`src/rtl/simd_pkg.sv`:
```
package simd_pkg;

    typedef enum logic [2:0] {
        MD_WRAP_S = 3'd0,
        MD_WRAP_U = 3'd1,
        MD_SAT_S  = 3'd2,
        MD_SAT_U  = 3'd3,
        MD_HALF_S = 3'd4,
        MD_HALF_U = 3'd5
    } mode_e;

    typedef enum logic [1:0] {
        SHAPE_WRAP = 2'd0,
        SHAPE_SAT  = 2'd1,
        SHAPE_HALF = 2'd2
    } shape_e;

    typedef struct packed {
        logic   is_signed;
        logic   sub;
        shape_e shape;
    } op_ctl_t;

    function automatic op_ctl_t decode_op(input logic [2:0] code, input logic sub);
        op_ctl_t c;
        c.is_signed = ~code[0];
        c.sub       = sub;
        case (code[2:1])
            2'd1:    c.shape = SHAPE_SAT;
            2'd2:    c.shape = SHAPE_HALF;
            default: c.shape = SHAPE_WRAP;
        endcase
        return c;
    endfunction

endpackage

```
`src/rtl/simd_lane_unit.sv`:
```
module simd_lane_unit #(
    parameter int W = 8
) (
    input  logic [W-1:0]     a,
    input  logic [W-1:0]     b,
    input  simd_pkg::op_ctl_t ctl,
    output logic [W-1:0]     res,
    output logic             ge
);
    import simd_pkg::*;

    localparam int XW = W + 2;

    logic [XW-1:0] xa, xb, full;
    logic [2:0]    top3;
    logic          s_ovf;
    logic [W-1:0]  s_max, s_min;

    assign s_max = {1'b0, {(W-1){1'b1}}};
    assign s_min = {1'b1, {(W-1){1'b0}}};

    always_comb begin
        xa    = ctl.is_signed ? {{2{a[W-1]}}, a} : {2'b00, a};
        xb    = ctl.is_signed ? {{2{b[W-1]}}, b} : {2'b00, b};
        full  = ctl.sub ? (xa - xb) : (xa + xb);
        top3  = full[XW-1:W-1];
        s_ovf = (top3 != 3'b000) && (top3 != 3'b111);

        res = full[W-1:0];
        case (ctl.shape)
            SHAPE_SAT: begin
                if (ctl.is_signed) begin
                    if (s_ovf) res = full[XW-1] ? s_min : s_max;
                end else begin
                    if (full[XW-1])  res = '0;
                    else if (full[W]) res = '1;
                end
            end
            SHAPE_HALF: res = full[W:1];
            default:    res = full[W-1:0];
        endcase

        if (ctl.is_signed || ctl.sub) ge = ~full[XW-1];
        else                          ge = full[W];
    end

endmodule

```
`src/rtl/simd_addsub_core.sv`:
```
module simd_addsub_core #(
    parameter int DATA_W = 32
) (
    input  logic [DATA_W-1:0]   a,
    input  logic [DATA_W-1:0]   b,
    input  logic                wide,
    input  simd_pkg::op_ctl_t   ctl,
    output logic [DATA_W-1:0]   res,
    output logic [DATA_W/8-1:0] ge
);
    localparam int NB = DATA_W / 8;
    localparam int NH = DATA_W / 16;

    logic [DATA_W-1:0] res_b, res_h;
    logic [NB-1:0]     ge_b, ge_h_spread;
    logic [NH-1:0]     ge_h;

    for (genvar i = 0; i < NB; i++) begin : g_byte
        simd_lane_unit #(.W(8)) u_lane (
            .a   (a[8*i +: 8]),
            .b   (b[8*i +: 8]),
            .ctl (ctl),
            .res (res_b[8*i +: 8]),
            .ge  (ge_b[i])
        );
        assign ge_h_spread[i] = ge_h[i/2];
    end

    for (genvar j = 0; j < NH; j++) begin : g_half
        simd_lane_unit #(.W(16)) u_lane (
            .a   (a[16*j +: 16]),
            .b   (b[16*j +: 16]),
            .ctl (ctl),
            .res (res_h[16*j +: 16]),
            .ge  (ge_h[j])
        );
    end

    assign res = wide ? res_h : res_b;
    assign ge  = wide ? ge_h_spread : ge_b;

endmodule

```
`src/rtl/packed_simd_addsub.sv`:
```
module packed_simd_addsub #(
    parameter int DATA_W = 32
) (
    input  logic                clk,
    input  logic                rst,
    input  logic                in_valid,
    input  logic [DATA_W-1:0]   op_a,
    input  logic [DATA_W-1:0]   op_b,
    input  logic                lane_sel,
    input  logic                sub_sel,
    input  logic [2:0]          mode_sel,
    output logic                out_valid,
    output logic [DATA_W-1:0]   result,
    output logic [DATA_W/8-1:0] ge_flags
);
    import simd_pkg::*;

    localparam int GE_W = DATA_W / 8;

    op_ctl_t           ctl;
    logic [DATA_W-1:0] res_d;
    logic [GE_W-1:0]   ge_d;
    logic              ge_upd;

    assign ctl    = decode_op(mode_sel, sub_sel);
    assign ge_upd = (ctl.shape == SHAPE_WRAP);

    simd_addsub_core #(.DATA_W(DATA_W)) u_core (
        .a    (op_a),
        .b    (op_b),
        .wide (lane_sel),
        .ctl  (ctl),
        .res  (res_d),
        .ge   (ge_d)
    );

    always_ff @(posedge clk) begin
        if (rst) begin
            out_valid <= 1'b0;
            result    <= '0;
            ge_flags  <= '0;
        end else begin
            out_valid <= in_valid;
            if (in_valid) begin
                result <= res_d;
                if (ge_upd) ge_flags <= ge_d;
            end
        end
    end

endmodule

```
`config.mk`:
```
export PLATFORM = sky130hd
export DESIGN_NAME = packed_simd_addsub
export DESIGN_NICKNAME = d
export VERILOG_FILES = /design/src/rtl/simd_pkg.sv /design/src/rtl/simd_lane_unit.sv /design/src/rtl/simd_addsub_core.sv /design/src/rtl/packed_simd_addsub.sv
export SDC_FILE = /design/constraint.sdc
export NUM_CORES = 1
export LEC_CHECK = 0
export BUFFER_PORTS_ARGS = -buffer_cell sky130_fd_sc_hd__buf_4
export CORE_UTILIZATION = 35
export DETAILED_ROUTE_END_ITERATION = 16
export HOLD_SLACK_MARGIN = 0.1
export PLACE_DENSITY_LB_ADDON = 0.3
export SLEW_MARGIN = 20
export SYNTH_ARGS = -nofsm -noshare
export SYNTH_HDL_FRONTEND = slang
export SYNTH_SLANG_ARGS = --single-unit
```
`constraint.sdc`:
```
create_clock -name clk -period 13.2 [get_ports clk]
set_input_delay 1.98 -clock clk [delete_from_list [all_inputs] [get_ports clk]]
set_output_delay 1.98 -clock clk [all_outputs]
set_load 0.1 [all_outputs]
```
### Word level (Yosys, flattened, before mapping)

Cells that the tools add are included.

| cells by class | value |
|---|---|
| add/subtract/negate cells | 12 |
| equal/unequal tests | 10 |
| mux-type cells | 63 |
| bitwise gates (word level) | 7 |
| reductions and logical operators | 15 |

Operators with widths:

| operator | count |
|---|---|
| 16-bit 2-to-1 mux | 10 |
| 8-bit 2-to-1 mux | 20 |
| 10-bit 2-to-1 mux | 12 |
| 18-bit 2-to-1 mux | 6 |
| 16-bit case mux with 2 select lines | 2 |
| 8-bit case mux with 2 select lines | 4 |
| 10-bit adder | 4 |
| 10-bit subtractor | 4 |
| 18-bit adder | 2 |
| 18-bit subtractor | 2 |
| 32-bit 2-to-1 mux | 1 |
| 3-bit != test (second input constant) | 6 |
| 3-bit nonzero test | 6 |
| 1-bit inverter | 7 |
| 1-bit logical AND | 6 |
| 1-bit 2-to-1 mux | 6 |
| 2-bit by 1-bit equality test with 1-bit output (second input constant) | 2 |
| 2-bit equality test (second input constant) | 2 |
| 4-bit 2-to-1 mux | 1 |
| 2-bit case mux with 2 select lines | 1 |
| 2-bit zero test | 1 |
| 2-bit AND reduction | 1 |
| 1-bit logical OR | 1 |

| storage, ports and cells | value |
|---|---|
| flip-flop bits (word level) | 37 |
| input bits | 72 |
| word-level logic and storage cells | 110 |

### Depth between registers and ports, before layout

| logic depth | value |
|---|---|
| word-level depth | 9 |
| mapped depth | 19 |
| mapped depth without buffers | 17 |

### By module

A second synthesis with hierarchy kept.

| second synthesis, totals | value |
|---|---|
| cell total of the unflattened synthesis | 1,289 |
| area, all modules | 10,067.2 um2 |

Modules (own cells, without submodules):

| module | instances | cells an instance | area each (um2) | sequential area each (um2) |
|---|---|---|---|---|
| simd_lane_unit at u_core.g_byte[0].u_lane ... | 3 | 129 | 991.0 | 0.0 |
| simd_lane_unit at u_core.g_half[0].u_lane | 1 | 301 | 2,110.8 | 0.0 |
| simd_lane_unit at u_core.g_half[1].u_lane | 1 | 286 | 1,936.9 | 0.0 |
| packed_simd_addsub | 1 | 129 | 1,400.1 | 740.7 |
| simd_lane_unit at u_core.g_byte[1].u_lane | 1 | 146 | 1,057.3 | 0.0 |
| simd_addsub_core | 1 | 40 | 589.3 | 0.0 |

### Worst setup path after synthesis

Ideal clock, no wire load.

| timing | value |
|---|---|
| path kind | input -> register |
| start point | input port sub_sel |
| end point | register result[0] |
| library setup time | 0.103 ns |
| data arrival time | 5.480 ns |
| setup slack | 7.616 ns |
| stages on the path | 16 |
| path buffers | 4 |
| cells stage by stage | clkbuf_1 -> buf_1 -> buf_1 -> nor2_1 -> xnor2_1 -> ha_1 -> nor2b_1 -> o31a_1 -> o21ai_1 -> o21ai_1 -> xor2_1 -> buf_2 -> nand4_1 -> a22oi_2 -> o21ai_1 -> a2111oi_2 |

| on the way | value |
|---|---|
| cells in the longest elaborated chain, start to end | 7 |
| elaborated cells between the ends (all ways) | 21 |

RTL lines:

| item | line | text |
|---|---|---|
| start: declaration | packed_simd_addsub.sv:10 | `input logic sub_sel,` |
| 10-bit 2-to-1 mux or 18-bit 2-to-1 mux (tied branches) | simd_lane_unit.sv:25 | `full = ctl.sub ? (xa - xb) : (xa + xb);` |
| 3-bit != test or 3-bit nonzero test (tied branches) | simd_lane_unit.sv:27 | `s_ovf = (top3 != 3'b000) && (top3 != 3'b111);` |
| 1-bit logical AND | simd_lane_unit.sv:27 |  |
| 8-bit 2-to-1 mux or 16-bit 2-to-1 mux (tied branches) | simd_lane_unit.sv:33 | `if (s_ovf) res = full[XW-1] ? s_min : s_max;` |
| 8-bit 2-to-1 mux or 16-bit 2-to-1 mux (tied branches) | simd_lane_unit.sv:32 | `if (ctl.is_signed) begin` |
| 8-bit case mux with 2 select lines or 16-bit case mux with 2 select lines (tied branches) | simd_lane_unit.sv:30 | `case (ctl.shape)` |
| 32-bit 2-to-1 mux * | simd_addsub_core.sv:39 | `assign res = wide ? res_h : res_b;` |
| end signal: assignment | packed_simd_addsub.sv:45 | `result <= res_d;` |
| end: declaration | packed_simd_addsub.sv:13 | `output logic [DATA_W-1:0] result,` |

Mark *: on every way between the ends. The rest lies on a longest branch, timed or not.
A chain may end at the register's enable or synchronous reset.

### Worst setup path in the final report

| timing | value |
|---|---|
| start point | input port op_b[0] |
| end point | register result[0] |

| on the way | value |
|---|---|
| cells in the longest elaborated chain, start to end | 9 |
| elaborated cells between the ends (all ways) | 27 |

RTL lines:

| item | line | text |
|---|---|---|
| start: declaration | packed_simd_addsub.sv:8 | `input logic [DATA_W-1:0] op_b,` |
| 18-bit 2-to-1 mux or 10-bit 2-to-1 mux (tied branches) | simd_lane_unit.sv:24 | `xb = ctl.is_signed ? {{2{b[W-1]}}, b} : {2'b00, b};` |
| 18-bit adder, or another cell as far along | simd_lane_unit.sv:25 |  |
| 18-bit 2-to-1 mux or 10-bit 2-to-1 mux (tied branches) | simd_lane_unit.sv:25 |  |
| 3-bit != test or 3-bit nonzero test (tied branches) | simd_lane_unit.sv:27 |  |
| 1-bit logical AND | simd_lane_unit.sv:27 |  |
| 16-bit 2-to-1 mux or 8-bit 2-to-1 mux (tied branches) | simd_lane_unit.sv:33 |  |
| 16-bit 2-to-1 mux or 8-bit 2-to-1 mux (tied branches) | simd_lane_unit.sv:32 |  |
| 16-bit case mux with 2 select lines or 8-bit case mux with 2 select lines (tied branches) | simd_lane_unit.sv:30 |  |
| 32-bit 2-to-1 mux * | simd_addsub_core.sv:39 |  |

Marked as above.

==> flow_summary.json <==
{
  "worstPathMaxFanout": 12,
  "syn-mean-instance-area_um2": 7.036,
  "critical_path_class": "in2reg",
  "synthArstFlopShare_pct": 0,
  "yosys_warnings": 0,
  "cp_num_buf_inv": 2,
  "dr.first_iter.drc_count": 754,
  "grt_setup_unrepaired": "false",
  "placed_cells_incl_taps": 1373,
  "numPortBuffers": 108,
  "antenna_cells": 0,
  "synthesis.instances": 1043,
  "hpwlAfterDp_mm": 19.23,
  "gr-usage-all-layers_pct": 22.26,
  "post_synth_mux_area_share_pct": 2.268,
  "cts_inserted_buffers": 5,
  "worst_ep_required_time_ns": 13.39,
  "cap_viol_max_count": 0,
  "postLayoutCellArea_mm2": 0.008508,
  "leakage_nw": 3.459,
  "synth_sequential_area_ratio_pct": 10.09,
  "routed-via-count": 8227,
  "combinational_family_with_the_most_area_after_synthesis": "compound AO/OA/AOI/OAI gates",
  "cp_data_arrival_time_ns": 6.35,
  "setup_violations": 0,
  "critical_path.startpoint_type": "primary input",
  "pre_cts_slack_ns": 6.875,
  "rr_endpoint": "result[0]",
  "synth_seq_cells": 37,
  "post_synthesis_share_of_cell_area_spent_on_xor_and_xnor_gates_pct": 11.10,
  "drtAntennaViolNets": 0,
  "detail_route.wl_per_cell_um": 17.90,
  "hold_crit_path_type": "reg2reg",
  "cts_tree": "yes",
  "worst_setup_path_endpoint": "result[0]",
  "finalHoldViolations": 0,
  "finalNonFillerCells": 1381,
  "nFillCells": 2135,
  "syn_area_mm2": 0.007338,
  "cts_max_level": 2,
  "finalWirelength_mm": 24.73,
  "row_count": 52,
  "crit-reg2reg-launch": "result[0]",
  "ctsLongestPathBuffers": 2,
  "ctsResizeCount": 0,
  "die_x_extent_um": 146.8,
  "period_utilization_pct": 46.65,
  "cts.repair_timing.setup_buffer_count": 0,
  "pin_count": 109,
  "final_max_slew_viol_count": 0,
  "grt_start_max_net_pins": 61,
  "detailedRoute.firstPassIterationCount": 6,
  "synth-edff-count": 0,
  "synth-compound-area-share_pct": 37.03,
  "die_h_um": 146.8,
  "timing.reg2reg.worst_path_depth": 4,
  "multiInputGateArea_mm2": 0.006222,
  "final.min_clock_period_ns": 6.158,
  "syn_nets": 1179,
  "cts_num_sinks": 37,
  "timing.critical_path.cells": "buf_4, inv_1, ha_1, a41oi_1, nor2_1, xor2_1, ha_1, a21oi_1, a21oi_1, a311oi_1, o21ai_1, xor2_1, nand4_1, a22oi_2, o21ai_1, a2111oi_2",
  "grt_pass1_wl_mm": 39.07,
  "final_tns_setup_ns": 0,
  "drc": 0,
  "max_slew_margin_vs_limit_pct": 37.03,
  "start_util_pct": 36.03,
  "worst_ir_drop_vdd_uv": 56.33,
  "finClkSkew_ns": 0,
  "ctsRootBufferMaster": "sky130_fd_sc_hd__clkbuf_16",
  "timing.fmax_mhz": 162.4,
  "placedInstanceArea_mm2": 0.008310,
  "timing.hold.ws_ns": 0.4585,
  "core_area_mm2": 0.02036,
  "yosys_most_used_dff": "sky130_fd_sc_hd__dfxtp_1",
  "power_per_cell_area_mw_per_mm2": 111.9,
  "post_cts_hold_buffer_count": 0,
  "nNetsFinal": 1246,
  "globalplace.congestion": 0.8975,
  "antenna_found_initial": 0,
  "cts.reportedPaths.clkPinSlew_ns": 0.06,
  "timing_worst_slew_pin_value_ns": 0.9434,
  "seq_area_um2": 740.7,
  "globalRoute.totalOverflow": 0,
  "number_of_distinct_library_cell_variants_in_the_gate_level_netlist_after_synthesis": 87,
  "status": "finished clean",
  "grt_pass1_vias": 7415,
  "insertion_delay_ns": 0.29,
  "worst-path-stages": 16,
  "synth_simple_gate_area_share_pct": 22.93,
  "cp_top_family": "compound AO/OA/AOI/OAI gates",
  "post_synth_fa_ha_maj_area_fraction_pct": 11.32,
  "dieArea_mm2": 0.02155,
  "fraction_of_final_layout_cells_with_drive_strength_greater_than_1_pct": 15.30,
  "critPathMaxStageDelay_ns": 0.74,
  "area_growth_syn_to_layout_pct": 15.94,
  "critical_path_s_slowest_cell": "sky130_fd_sc_hd__xor2_1",
  "vias_per_cell": 5.957,
  "cp-end-kind": "flop",
  "critical_path.startpoint": "op_b[0]",
  "reg2reg_setup_slack_ns": 12.13,
  "postLayoutSetupSlackWorst_ns": 7.042
}
## synth_stat cells (5+ instances only)
library cell,number,share of area [%]
sky130_fd_sc_hd__a211oi_1,19,1.9
sky130_fd_sc_hd__nand3_1,18,1.2
sky130_fd_sc_hd__a221oi_1,15,1.8
sky130_fd_sc_hd__mux2i_1,5,0.68
sky130_fd_sc_hd__mux2_2,7,1.1
sky130_fd_sc_hd__a32oi_1,7,0.84
sky130_fd_sc_hd__a221o_1,5,0.68
sky130_fd_sc_hd__buf_1,7,0.36
sky130_fd_sc_hd__buf_2,8,0.55
sky130_fd_sc_hd__o21ai_1,12,0.82
sky130_fd_sc_hd__and2_1,12,1.0
sky130_fd_sc_hd__ha_1,60,10
sky130_fd_sc_hd__nand2b_1,12,1.0
sky130_fd_sc_hd__o31ai_1,8,0.82
sky130_fd_sc_hd__a21o_1,19,1.9
sky130_fd_sc_hd__o21ai_0,54,3.7
sky130_fd_sc_hd__a31oi_1,23,2.0
sky130_fd_sc_hd__o21bai_1,8,0.82
sky130_fd_sc_hd__or2_2,7,0.60
sky130_fd_sc_hd__nor3_1,25,1.7
sky130_fd_sc_hd__nor2b_1,16,1.4
sky130_fd_sc_hd__and3_1,13,1.1
sky130_fd_sc_hd__inv_1,44,2.3
sky130_fd_sc_hd__nand2_1,90,4.6
sky130_fd_sc_hd__nor4_1,9,0.77
sky130_fd_sc_hd__dfxtp_1,37,10
sky130_fd_sc_hd__nand4_1,7,0.60
sky130_fd_sc_hd__o211ai_1,19,1.9
sky130_fd_sc_hd__o2111ai_1,5,0.60
sky130_fd_sc_hd__o21a_1,18,1.8
sky130_fd_sc_hd__xor2_1,22,2.6
sky130_fd_sc_hd__clkbuf_1,36,1.8
sky130_fd_sc_hd__a21oi_1,93,6.3
sky130_fd_sc_hd__nor2_1,114,5.8
sky130_fd_sc_hd__o22ai_1,8,0.68
sky130_fd_sc_hd__a22oi_1,12,1.2
sky130_fd_sc_hd__xnor2_1,71,8.5
## state kept, by name (all words and copies together) (netlist names)
register / flops
result: 32
ge_flags: 4
out_valid: 1
## metal layers
| layer | up-vias | global-route usage [%] | part of all wire (%) |
|---|---|---|---|
| met5 | - | 0 | 0 |
| met2 | 329 | 34.86 | 45 |
| li1 | 4040 | - | - |
| met4 | 0 | 6.042 | 2.3 |
| met1 | 3820 | 31.39 | 46 |
| met3 | 38 | 3.478 | 7.4 |
## layout by cell type, fill, tap and decap left out, types with 13 or more instances in the layout
cell type                    n
sky130_fd_sc_hd__a211oi_1   19
sky130_fd_sc_hd__a21o_1     19
sky130_fd_sc_hd__a21oi_1    93
sky130_fd_sc_hd__a221oi_1   15
sky130_fd_sc_hd__a31oi_1    23
sky130_fd_sc_hd__and3_1     13
sky130_fd_sc_hd__buf_4     113
sky130_fd_sc_hd__dfxtp_1    37
sky130_fd_sc_hd__ha_1       60
sky130_fd_sc_hd__inv_1      44
sky130_fd_sc_hd__nand2_1    90
sky130_fd_sc_hd__nand3_1    18
sky130_fd_sc_hd__nor2_1    113
sky130_fd_sc_hd__nor2b_1    16
sky130_fd_sc_hd__nor3_1     25
sky130_fd_sc_hd__o211ai_1   19
sky130_fd_sc_hd__o21a_1     18
sky130_fd_sc_hd__o21ai_0    54
sky130_fd_sc_hd__xnor2_1    70
sky130_fd_sc_hd__xor2_1     22
## stage by stage
stage	utilization, %	power, mW
finish	41.78	0.9518
global route	41.78	1.012
CTS	41.74	0.9468
detailed placement	40.81	0.7832
global placement	40.81	0.7817
floorplan	-	0.6282
## cells by family (layout without fill, tap and decap cells)
| group | Yosys count | count (layout) |
|---|---|---|
| AOI/OAI and AO/OA | 389 | 389 |
| xor gates and xnor gates | 93 | 93 |
| adders and majority gates | 64 | 64 |
| buffers and inverters | 98 | 166 |
| DFF | 37 | 37 |
| muxes | 14 | 14 |
| and+or+nand+nor | 348 | 348 |
## cell type report
type                       count  share of cell area, %
timing repair buffer         113                  9.971
clock inverter                 3                 0.7647
clock buffer                   5                  1.471
inverter                      45                  1.985
multi-input combinational    908                  73.13
sequential                    37                  8.706
tap                          270                  3.971
## tightest hold or removal path: stages (launching register included)
cell	delay, ns
sky130_fd_sc_hd__dfxtp_1	0.31
sky130_fd_sc_hd__nand2_1	0.05
sky130_fd_sc_hd__o21ai_1	0.05
## how the worst min path moves through the flow
stage	startpoint	to	slack, ns	cells after the start
final	result[11]	result[11]	0.46	2
after global routing	result[11]	result[11]	0.50	2
after CTS	result[11]	result[11]	0.46	2
after detailed placement	result[11]	result[11]	0.45	2
after global placement	result[18]	result[18]	0.44	2
after floorplan	result[11]	result[11]	0.87	2
## power by group
group	internal (mW)	total, mW	switching, mW
clock network	0.108	0.161	0.0527
registers	0.128	0.140	0.0124
logic	0.215	0.651	0.435
No activity file was read; power rests on OpenSTA's default activity.
